==> src/rtl/mtim_pkg.sv <==
package mtim_pkg;

  localparam int TMR_W    = 8;
  localparam int PS_MAX   = 8;
  localparam int PS_FLD_W = 4;

  localparam logic [1:0] ADDR_CTL = 2'd0;
  localparam logic [1:0] ADDR_CLK = 2'd1;
  localparam logic [1:0] ADDR_CNT = 2'd2;
  localparam logic [1:0] ADDR_MOD = 2'd3;

  typedef enum logic [1:0] {
    SRC_BUS  = 2'b00,
    SRC_NONE = 2'b01,
    SRC_FALL = 2'b10,
    SRC_RISE = 2'b11
  } src_e;

  // Clamp the prescale code to the supported maximum.
  function automatic logic [PS_FLD_W-1:0] ps_clamp(input logic [PS_FLD_W-1:0] ps);
    return (ps > PS_FLD_W'(PS_MAX)) ? PS_FLD_W'(PS_MAX) : ps;
  endfunction

  // Low-bit mask for a divide by 2^ps.
  function automatic logic [PS_MAX-1:0] ps_mask(input logic [PS_FLD_W-1:0] ps);
    return ~({PS_MAX{1'b1}} << ps_clamp(ps));
  endfunction

  // Last value before rollover: 0 means full range.
  function automatic logic [TMR_W-1:0] term_value(input logic [TMR_W-1:0] m);
    return (m == '0) ? {TMR_W{1'b1}} : m;
  endfunction

endpackage

==> src/rtl/mtim_edge_sync.sv <==
module mtim_edge_sync (
  input  logic clk,
  input  logic rst_n,
  input  logic pin,
  output logic rise,
  output logic fall
);
  logic s1, s2, prev;

  always_ff @(posedge clk or negedge rst_n) begin
    if (!rst_n) begin
      s1   <= 1'b0;
      s2   <= 1'b0;
      prev <= 1'b0;
    end else begin
      s1   <= pin;
      s2   <= s1;
      prev <= s2;
    end
  end

  assign rise = s2 & ~prev;
  assign fall = ~s2 & prev;
endmodule

==> src/rtl/mtim_prescaler.sv <==
module mtim_prescaler
  import mtim_pkg::*;
(
  input  logic                clk,
  input  logic                rst_n,
  input  logic                src_tick,
  input  logic                restart,
  input  logic                hold,
  input  logic [PS_FLD_W-1:0] ps,
  output logic                cnt_tick
);
  logic [PS_MAX-1:0] pc;
  logic [PS_MAX-1:0] mask;

  assign mask     = ps_mask(ps);
  assign cnt_tick = src_tick & ~hold & ~restart & ((pc & mask) == mask);

  always_ff @(posedge clk or negedge rst_n) begin
    if (!rst_n)                pc <= '0;
    else if (restart)          pc <= '0;
    else if (src_tick && !hold) pc <= pc + 1'b1;
  end
endmodule

==> src/rtl/mtim_counter.sv <==
module mtim_counter
  import mtim_pkg::*;
(
  input  logic             clk,
  input  logic             rst_n,
  input  logic             tick,
  input  logic             clear,
  input  logic [TMR_W-1:0] modv,
  output logic [TMR_W-1:0] count,
  output logic             wrap
);
  logic at_end;

  assign at_end = (count == term_value(modv)) || (count == {TMR_W{1'b1}});
  assign wrap   = tick & ~clear & at_end;

  always_ff @(posedge clk or negedge rst_n) begin
    if (!rst_n)     count <= '0;
    else if (clear) count <= '0;
    else if (tick)  count <= at_end ? '0 : count + 1'b1;
  end
endmodule

==> src/rtl/mtim_top.sv <==
module mtim_top
  import mtim_pkg::*;
(
  input  logic       clk,
  input  logic       rst_n,
  input  logic       bus_sel,
  input  logic       bus_wr,
  input  logic [1:0] bus_addr,
  input  logic [7:0] bus_wdata,
  output logic [7:0] bus_rdata,
  input  logic       ext_clk,
  output logic       irq
);
  // control and configuration state
  logic                flag_q, ie_q, stop_q, arm_q;
  logic [1:0]          sel_q;
  logic [PS_FLD_W-1:0] ps_q;
  logic [TMR_W-1:0]    mod_q;

  // named internal events
  logic ctl_wr, clk_wr, mod_wr, ctl_rd, trst_wr, zero_wr;
  logic pin_rise, pin_fall, src_tick, tick, wrap_evt;
  logic [TMR_W-1:0] count;

  assign ctl_wr  = bus_sel & bus_wr & (bus_addr == ADDR_CTL);
  assign clk_wr  = bus_sel & bus_wr & (bus_addr == ADDR_CLK);
  assign mod_wr  = bus_sel & bus_wr & (bus_addr == ADDR_MOD);
  assign ctl_rd  = bus_sel & ~bus_wr & (bus_addr == ADDR_CTL);
  assign trst_wr = ctl_wr & bus_wdata[5];
  assign zero_wr = ctl_wr & ~bus_wdata[7] & arm_q;

  mtim_edge_sync u_sync (
    .clk  (clk),
    .rst_n(rst_n),
    .pin  (ext_clk),
    .rise (pin_rise),
    .fall (pin_fall)
  );

  always_comb begin
    unique case (src_e'(sel_q))
      SRC_BUS:  src_tick = 1'b1;
      SRC_FALL: src_tick = pin_fall;
      SRC_RISE: src_tick = pin_rise;
      default:  src_tick = 1'b0;
    endcase
  end

  mtim_prescaler u_pre (
    .clk     (clk),
    .rst_n   (rst_n),
    .src_tick(src_tick),
    .restart (trst_wr),
    .hold    (stop_q),
    .ps      (ps_q),
    .cnt_tick(tick)
  );

  mtim_counter u_cnt (
    .clk  (clk),
    .rst_n(rst_n),
    .tick (tick),
    .clear(trst_wr),
    .modv (mod_q),
    .count(count),
    .wrap (wrap_evt)
  );

  always_ff @(posedge clk or negedge rst_n) begin
    if (!rst_n) begin
      ie_q   <= 1'b0;
      stop_q <= 1'b1;
      sel_q  <= 2'b00;
      ps_q   <= '0;
      mod_q  <= '0;
    end else begin
      if (ctl_wr) begin
        ie_q   <= bus_wdata[6];
        stop_q <= bus_wdata[4];
      end
      if (clk_wr) begin
        sel_q <= bus_wdata[5:4];
        ps_q  <= bus_wdata[PS_FLD_W-1:0];
      end
      if (mod_wr) mod_q <= bus_wdata[TMR_W-1:0];
    end
  end

  // overflow flag with its three clearing paths
  always_ff @(posedge clk or negedge rst_n) begin
    if (!rst_n)                  flag_q <= 1'b0;
    else if (trst_wr)            flag_q <= 1'b0;
    else if (wrap_evt)           flag_q <= 1'b1;
    else if (mod_wr || zero_wr)  flag_q <= 1'b0;
  end

  always_ff @(posedge clk or negedge rst_n) begin
    if (!rst_n)                 arm_q <= 1'b0;
    else if (ctl_wr)            arm_q <= 1'b0;
    else if (ctl_rd && flag_q)  arm_q <= 1'b1;
  end

  always_comb begin
    unique case (bus_addr)
      ADDR_CTL: bus_rdata = {flag_q, ie_q, 1'b0, stop_q, 4'b0000};
      ADDR_CLK: bus_rdata = {2'b00, sel_q, ps_q};
      ADDR_CNT: bus_rdata = count;
      default:  bus_rdata = mod_q;
    endcase
  end

  assign irq = flag_q & ie_q;
endmodule

==> config.mk <==
export PLATFORM = sky130hd
export DESIGN_NAME = mtim_top
export DESIGN_NICKNAME = d
export VERILOG_FILES = /design/src/rtl/mtim_pkg.sv /design/src/rtl/mtim_edge_sync.sv /design/src/rtl/mtim_prescaler.sv /design/src/rtl/mtim_counter.sv /design/src/rtl/mtim_top.sv
export SDC_FILE = /design/constraint.sdc
export NUM_CORES = 1
export LEC_CHECK = 0
export BUFFER_PORTS_ARGS = -buffer_cell sky130_fd_sc_hd__clkbuf_2
export CAP_MARGIN = 10
export CORE_ASPECT_RATIO = 2
export CORE_UTILIZATION = 45
export CTS_BUF_LIST = sky130_fd_sc_hd__clkbuf_4 sky130_fd_sc_hd__clkbuf_8 sky130_fd_sc_hd__clkbuf_16
export CTS_CLUSTER_DIAMETER = 40
export DETAILED_ROUTE_END_ITERATION = 10
export PLACE_DENSITY = 0.75
export SYNTH_ARGS = -nofsm -noshare
export SYNTH_HDL_FRONTEND = slang
export SYNTH_SLANG_ARGS = --single-unit
==> constraint.sdc <==
create_clock -name clk -period 3.3 [get_ports clk]
set_input_delay 0.165 -clock clk [delete_from_list [all_inputs] [get_ports clk]]
set_output_delay 0.165 -clock clk [all_outputs]
set_load 0.02 [all_outputs]
== Word level (Yosys, flattened, before mapping) ==
Index checks and enable logic that the tools add are counted.

* Register bits: 37
* Output and inout port bits: 9

* Reduce and logical (&&, ||, !) cells: 12
* Bitwise logic cells: 25
* Eq/ne operators: 8
* Multiplexer cells: 14
* $lt $le $gt $ge: 1
* Add/subtract/negate cells: 2
* Shift-type cells: 1

{| class="wikitable"
|+ Operators by type and width
! operator !! number
|-
| 8-bit 2-to-1 mux || 6
|-
| 8-bit one-hot mux with 3 select lines || 1
|-
| 1-bit bitwise AND || 17
|-
| 8-bit by 1-bit adder with 8-bit output, second input constant || 2
|-
| 8-bit == test || 2
|-
| 8-bit bitwise AND || 1
|-
| 2-bit == test, second input constant || 4
|-
| 8-bit == test, second input constant || 1
|-
| 8-bit logical NOT || 1
|-
| 8-bit inverter || 1
|-
| 8-bit by 4-bit << shifter with 8-bit output, first input constant || 1
|-
| 1-bit inverter || 6
|-
| 2-bit nonzero test || 3
|-
| 1-bit 2-to-1 mux || 5
|-
| 4-bit greater-than comparator, second input constant || 1
|-
| 2-bit logical NOT || 2
|-
| 4-bit 2-to-1 mux || 1
|-
| 1-bit one-hot mux with 3 select lines || 1
|-
| 3-bit nonzero test || 1
|-
| 2-bit by 1-bit == test with 1-bit output, second input constant || 1
|-
| 1-bit logical AND || 2
|-
| 1-bit logical OR || 2
|-
| 1-bit logical NOT || 1
|}

== Longest topological paths before layout ==
* Depth after elaboration: 11
* Mapped depth: 8

== Cells and area by module ==
Synthesis repeated with hierarchy kept, for this count alone.

* Cell total of the unflattened synthesis: 218
* Area, all modules: 2270.9 um^2

{| class="wikitable"
|+ Modules (own cells, without submodules)
! module !! seq. area each (um^2) !! instances !! cells an instance !! area each (um^2)
|-
| mtim_top || 451.7 || 1 || 71 || 943.4
|-
| mtim_counter || 200.2 || 1 || 89 || 757.0
|-
| mtim_prescaler || 200.2 || 1 || 53 || 480.5
|-
| mtim_edge_sync || 75.1 || 1 || 5 || 90.1
|}

== Worst setup path before layout ==
Ideal clock, no wire load.

* Path type: register to register
* Start: register mod_q[1]
* End: register u_cnt.count[3]
* Arrival time: 1.716 ns
* Period minus slack after synthesis: 1.840 ns
* Data required time: 3.176 ns
* Path slack: 1.460 ns
* Path buffers: 0
* Stages on the path, launching flop included: 7
* Cells stage by stage: dfrtp_1 nor4_4 a22oi_1 o22ai_2 o2111ai_2 and3_1 a211o_1

* Word-level cells in the longest chain between the ends: 7

{| class="wikitable"
|+ RTL lines
! item !! RTL line !! source
|-
| start, declared || mtim_top.sv:18 || <nowiki>logic [TMR_W-1:0] mod_q;</nowiki>
|-
| start signal, assigned || mtim_top.sv:85 || <nowiki>if (mod_wr) mod_q <= bus_wdata[TMR_W-1:0];</nowiki>
|-
| 8-bit logical NOT || mtim_pkg.sv:31 || <nowiki>return (m == '0) ? {TMR_W{1'b1}} : m;</nowiki>
|-
| 8-bit 2-to-1 mux (*) || mtim_pkg.sv:31 ||
|-
| 8-bit == test (*) || mtim_counter.sv:14 || <nowiki>assign at_end = (count == term_value(modv)) || (count == {TMR_W{1'b1}});</nowiki>
|-
| 1-bit logical OR (*) || mtim_counter.sv:14 ||
|-
| 8-bit 2-to-1 mux (*) (2 in series) || mtim_counter.sv:20 || <nowiki>else if (tick) count <= at_end ? '0 : count + 1'b1;</nowiki>
|-
| 8-bit 2-to-1 mux (*) || mtim_counter.sv:19 || <nowiki>else if (clear) count <= '0;</nowiki>
|-
| end signal, assigned || mtim_counter.sv:20 ||
|-
| end, declared || mtim_counter.sv:9 || <nowiki>output logic [TMR_W-1:0] count,</nowiki>
|}

Mark *: on every way between the ends. The rest lies on a longest branch, timed or not. The select of a mux whose other input is x is not followed.
A chain may end at the register's enable or synchronous reset.

== Worst setup path after layout ==
Same ends and word-level chain as after synthesis.

==> results_dict.tcl <==
set metrics [dict create \
    postRouteAntennaNets 0 \
    synthToLayoutAreaGrowth_pct 11.7 \
    vias 1687 \
    min_path_type "in -> async" \
    yosys_warnings 0 \
    drc_errors 0 \
    diodes 0 \
    end_kind "flip-flop" \
    synth_flop_cell "dfrtp_1" \
    postCtsResizedCells 0 \
    leakagePower_uw 0.00116 \
    die_x_um 51.3 \
    layout_common_cells "dfrtp_1 (36), mux2_2 (23), clkbuf_2 (23)" \
    worstPathRequired_ps 3480 \
    grt_start_max_net_pins 38 \
    avgSynthCellArea_um2 10.7 \
    cts_htree_levels 2 \
    final-max-slew-violation-count 0 \
    die_area_um2 5170 \
    dp_hpwl_um 3980 \
    finalWeightedCongestion 0.915 \
    portBuffers 23 \
    violations "hold timing" \
    postLayoutCoreUtil_pct 52.7 \
    io_pins 24 \
    clock.fmax_mhz 468 \
    cts.sinks 37 \
    startpoint "mod_q[1]" \
    cp.arrival_ps 2320 \
    max_cap_violations 0 \
    rsz0062_at_grt "false" \
    ys_types 50 \
    syn_nets 221 \
    wirelength_um 5260 \
    wire_per_inst_um 18.7 \
    finalSetupViolCount 0 \
    ys_seq_elements 37 \
    tns_ps 0 \
    cp_max_fo 8 \
    ys_async_sr_fraction_pct 100 \
    slew_headroom_pct 38.8 \
    detail_route.first_pass.iterations 4 \
    syn_inst 204 \
    rr_startpoint "mod_q[1]" \
    path_class "reg -> reg" \
    synth_area_um2 2190 \
    ys_seq_area_share_pct 42.3 \
    layout_min_cycle_time_ps 2140 \
    drive_gt1_share_pct 31.0 \
    final-hold-violation-count 4 \
    cpMaxStageDelayCell "dfrtp_1" \
    tritoncts "yes" \
    critPathMaxStageDelay_ps 470 \
    grt_pass1_vias 1697 \
    grt_pass1_wl_um 8470 \
    grt_usage_pct 22.8 \
    crit_chain "nor4_4, a22oi_1, o22ai_1, o2111ai_2, and3_1, a211o_1" \
    cts-root-buf "clkbuf_8" \
    worst_pin_slew_ps 918 \
    start_kind "flip-flop" \
    insertion_delay_ps 290 \
    dr.first_iter.drc_count 41 \
    holdWs_ps -1.39 \
    outcome "complete, but fails checks" \
    synth_edf_count 0 \
    rows 35 \
    clk_path_buf_depth 2 \
    skew_ps 4.74 \
    vias_per_cell 6.00 \
    clk_pin_slew_worst_paths_ps 70 \
    overflow 0 \
    nets 242 \
    peakVddDrop_mv 0.502 \
    powerDensity_nw_per_um2 643 \
    cp_num_buf_inv 0 \
    die_h_um 101 \
    fin_crit_sh_pct 64.8 \
    start_util_pct 47.2 \
    antenna_found_initial 0 \
    final_cells 281 \
    dp.cells 272 \
    cpLargestDelayFamily "compound AO/OA/AOI/OAI gates" \
    final_common_cell "dfrtp_1" \
    cts_buffers 5 \
    coreArea_um2 4640 \
]
[cell families (layout without fill, tap and decap cells)]
group / after synthesis / in the layout / synth area share (%)
AOI/OAI and AO/OA: 42 / 42 / 15.6
xor gates and xnor gates: 12 / 12 / 4.80
adders and majority gates: 2 / 2 / 1.14
buffers and inverters: 12 / 34 / 2.80
DFF: 37 / 37 / 42.3
muxes: 25 / 25 / 13.3
and+or+nand+nor: 74 / 74 / 20.0
[worst register-to-register path: cells and delay by family, from the launching register on]
family	cells	cell delay, ps
AOI/OAI and AO/OA	4	900
and+or+nand+nor	2	670
DFF	1	470
[synth_stat cells (3+ instances only)]
| master | number | area (µm²) |
|---|---|---|
| nand2_1 | 12 | 45.0 |
| a31oi_1 | 3 | 18.8 |
| buf_2 | 3 | 15.0 |
| nand4_1 | 6 | 37.5 |
| and3_1 | 5 | 31.3 |
| a22o_1 | 7 | 61.3 |
| nand3_1 | 6 | 30.0 |
| o211a_1 | 4 | 40.0 |
| and2_1 | 5 | 31.3 |
| o2bb2ai_1 | 3 | 26.3 |
| mux2_2 | 23 | 259 |
| a21o_1 | 5 | 37.5 |
| nor2_1 | 20 | 75.1 |
| clkbuf_1 | 3 | 11.3 |
| nor2b_1 | 4 | 25.0 |
| a22oi_1 | 3 | 22.5 |
| dfrtp_1 | 36 | 901 |
| a21oi_1 | 6 | 30.0 |
| xor2_1 | 8 | 70.1 |
| xnor2_1 | 4 | 35.0 |
| and4bb_2 | 3 | 37.5 |
[state kept, by name, indices dropped and copies added (netlist names)]
register	flops
ie_q	1
u_sync.prev	1
stop_q	1
u_sync.s1	1
flag_q	1
u_sync.s2	1
ps_q	4
u_pre.pc	8
mod_q	8
sel_q	2
arm_q	1
u_cnt.count	8
[final cells by class]
type | instances | area (µm²)
inverter | 2 | 7.51
fill | 444 | 2200
timing repair buffer | 24 | 125
tap | 55 | 68.8
clock inverter | 2 | 38.8
sequential | 37 | 927
clock buffer | 6 | 76.3
multi-input combinational | 155 | 1200
[metrics by stage]
step                worst slack, ps  hold WS [ps]  area [µm²]  total power [µW]
floorplan                      1460          -131        2190              1040
global placement               1190           274        2320              1160
detailed placement             1160           280        2320              1180
CTS                            1170          24.0        2440              1580
global route                   1030          65.2        2440              1660
finish                         1160         -1.39        2440              1570
[metal layers]
layer,GRT usage (%),up-vias,wire [µm]
met4,13.9,0,238
met1,22.1,845,1840
met3,2.41,14,108
met2,43.7,38,3070
li1,-,790,-
met5,0,-,0
[timing repair]
item / 4_1_cts / 5_1_grt
hold buffers: 1 / 0
endpoints found under the hold margin: 1 / 0
buffers inserted: 0 / 0
[report_power, final]
| part | internal, µW | switching (µW) | leakage [µW] | total, µW |
|---|---|---|---|---|
| clock | 235 | 159 | 0.0000588 | 394 |
| combinational | 223 | 205 | 0.000633 | 427 |
| sequential | 561 | 188 | 0.000464 | 750 |
| total | 1020 | 552 | 0.00116 | 1570 |
[final timing paths]
path	endpoint	slack (ps)	depth (start not counted)
worst min-delay path	sel_q[1]	-1	1
max in group asynchronous	ps_q[0]	2730	1
worst max register to register	u_cnt.count[3]	1160	6
worst max-delay path	u_cnt.count[3]	1160	6
min in group clk	mod_q[3]	130	2
worst min register to register	u_sync.s2	360	0
No activity file was read; power rests on OpenSTA's default activity.
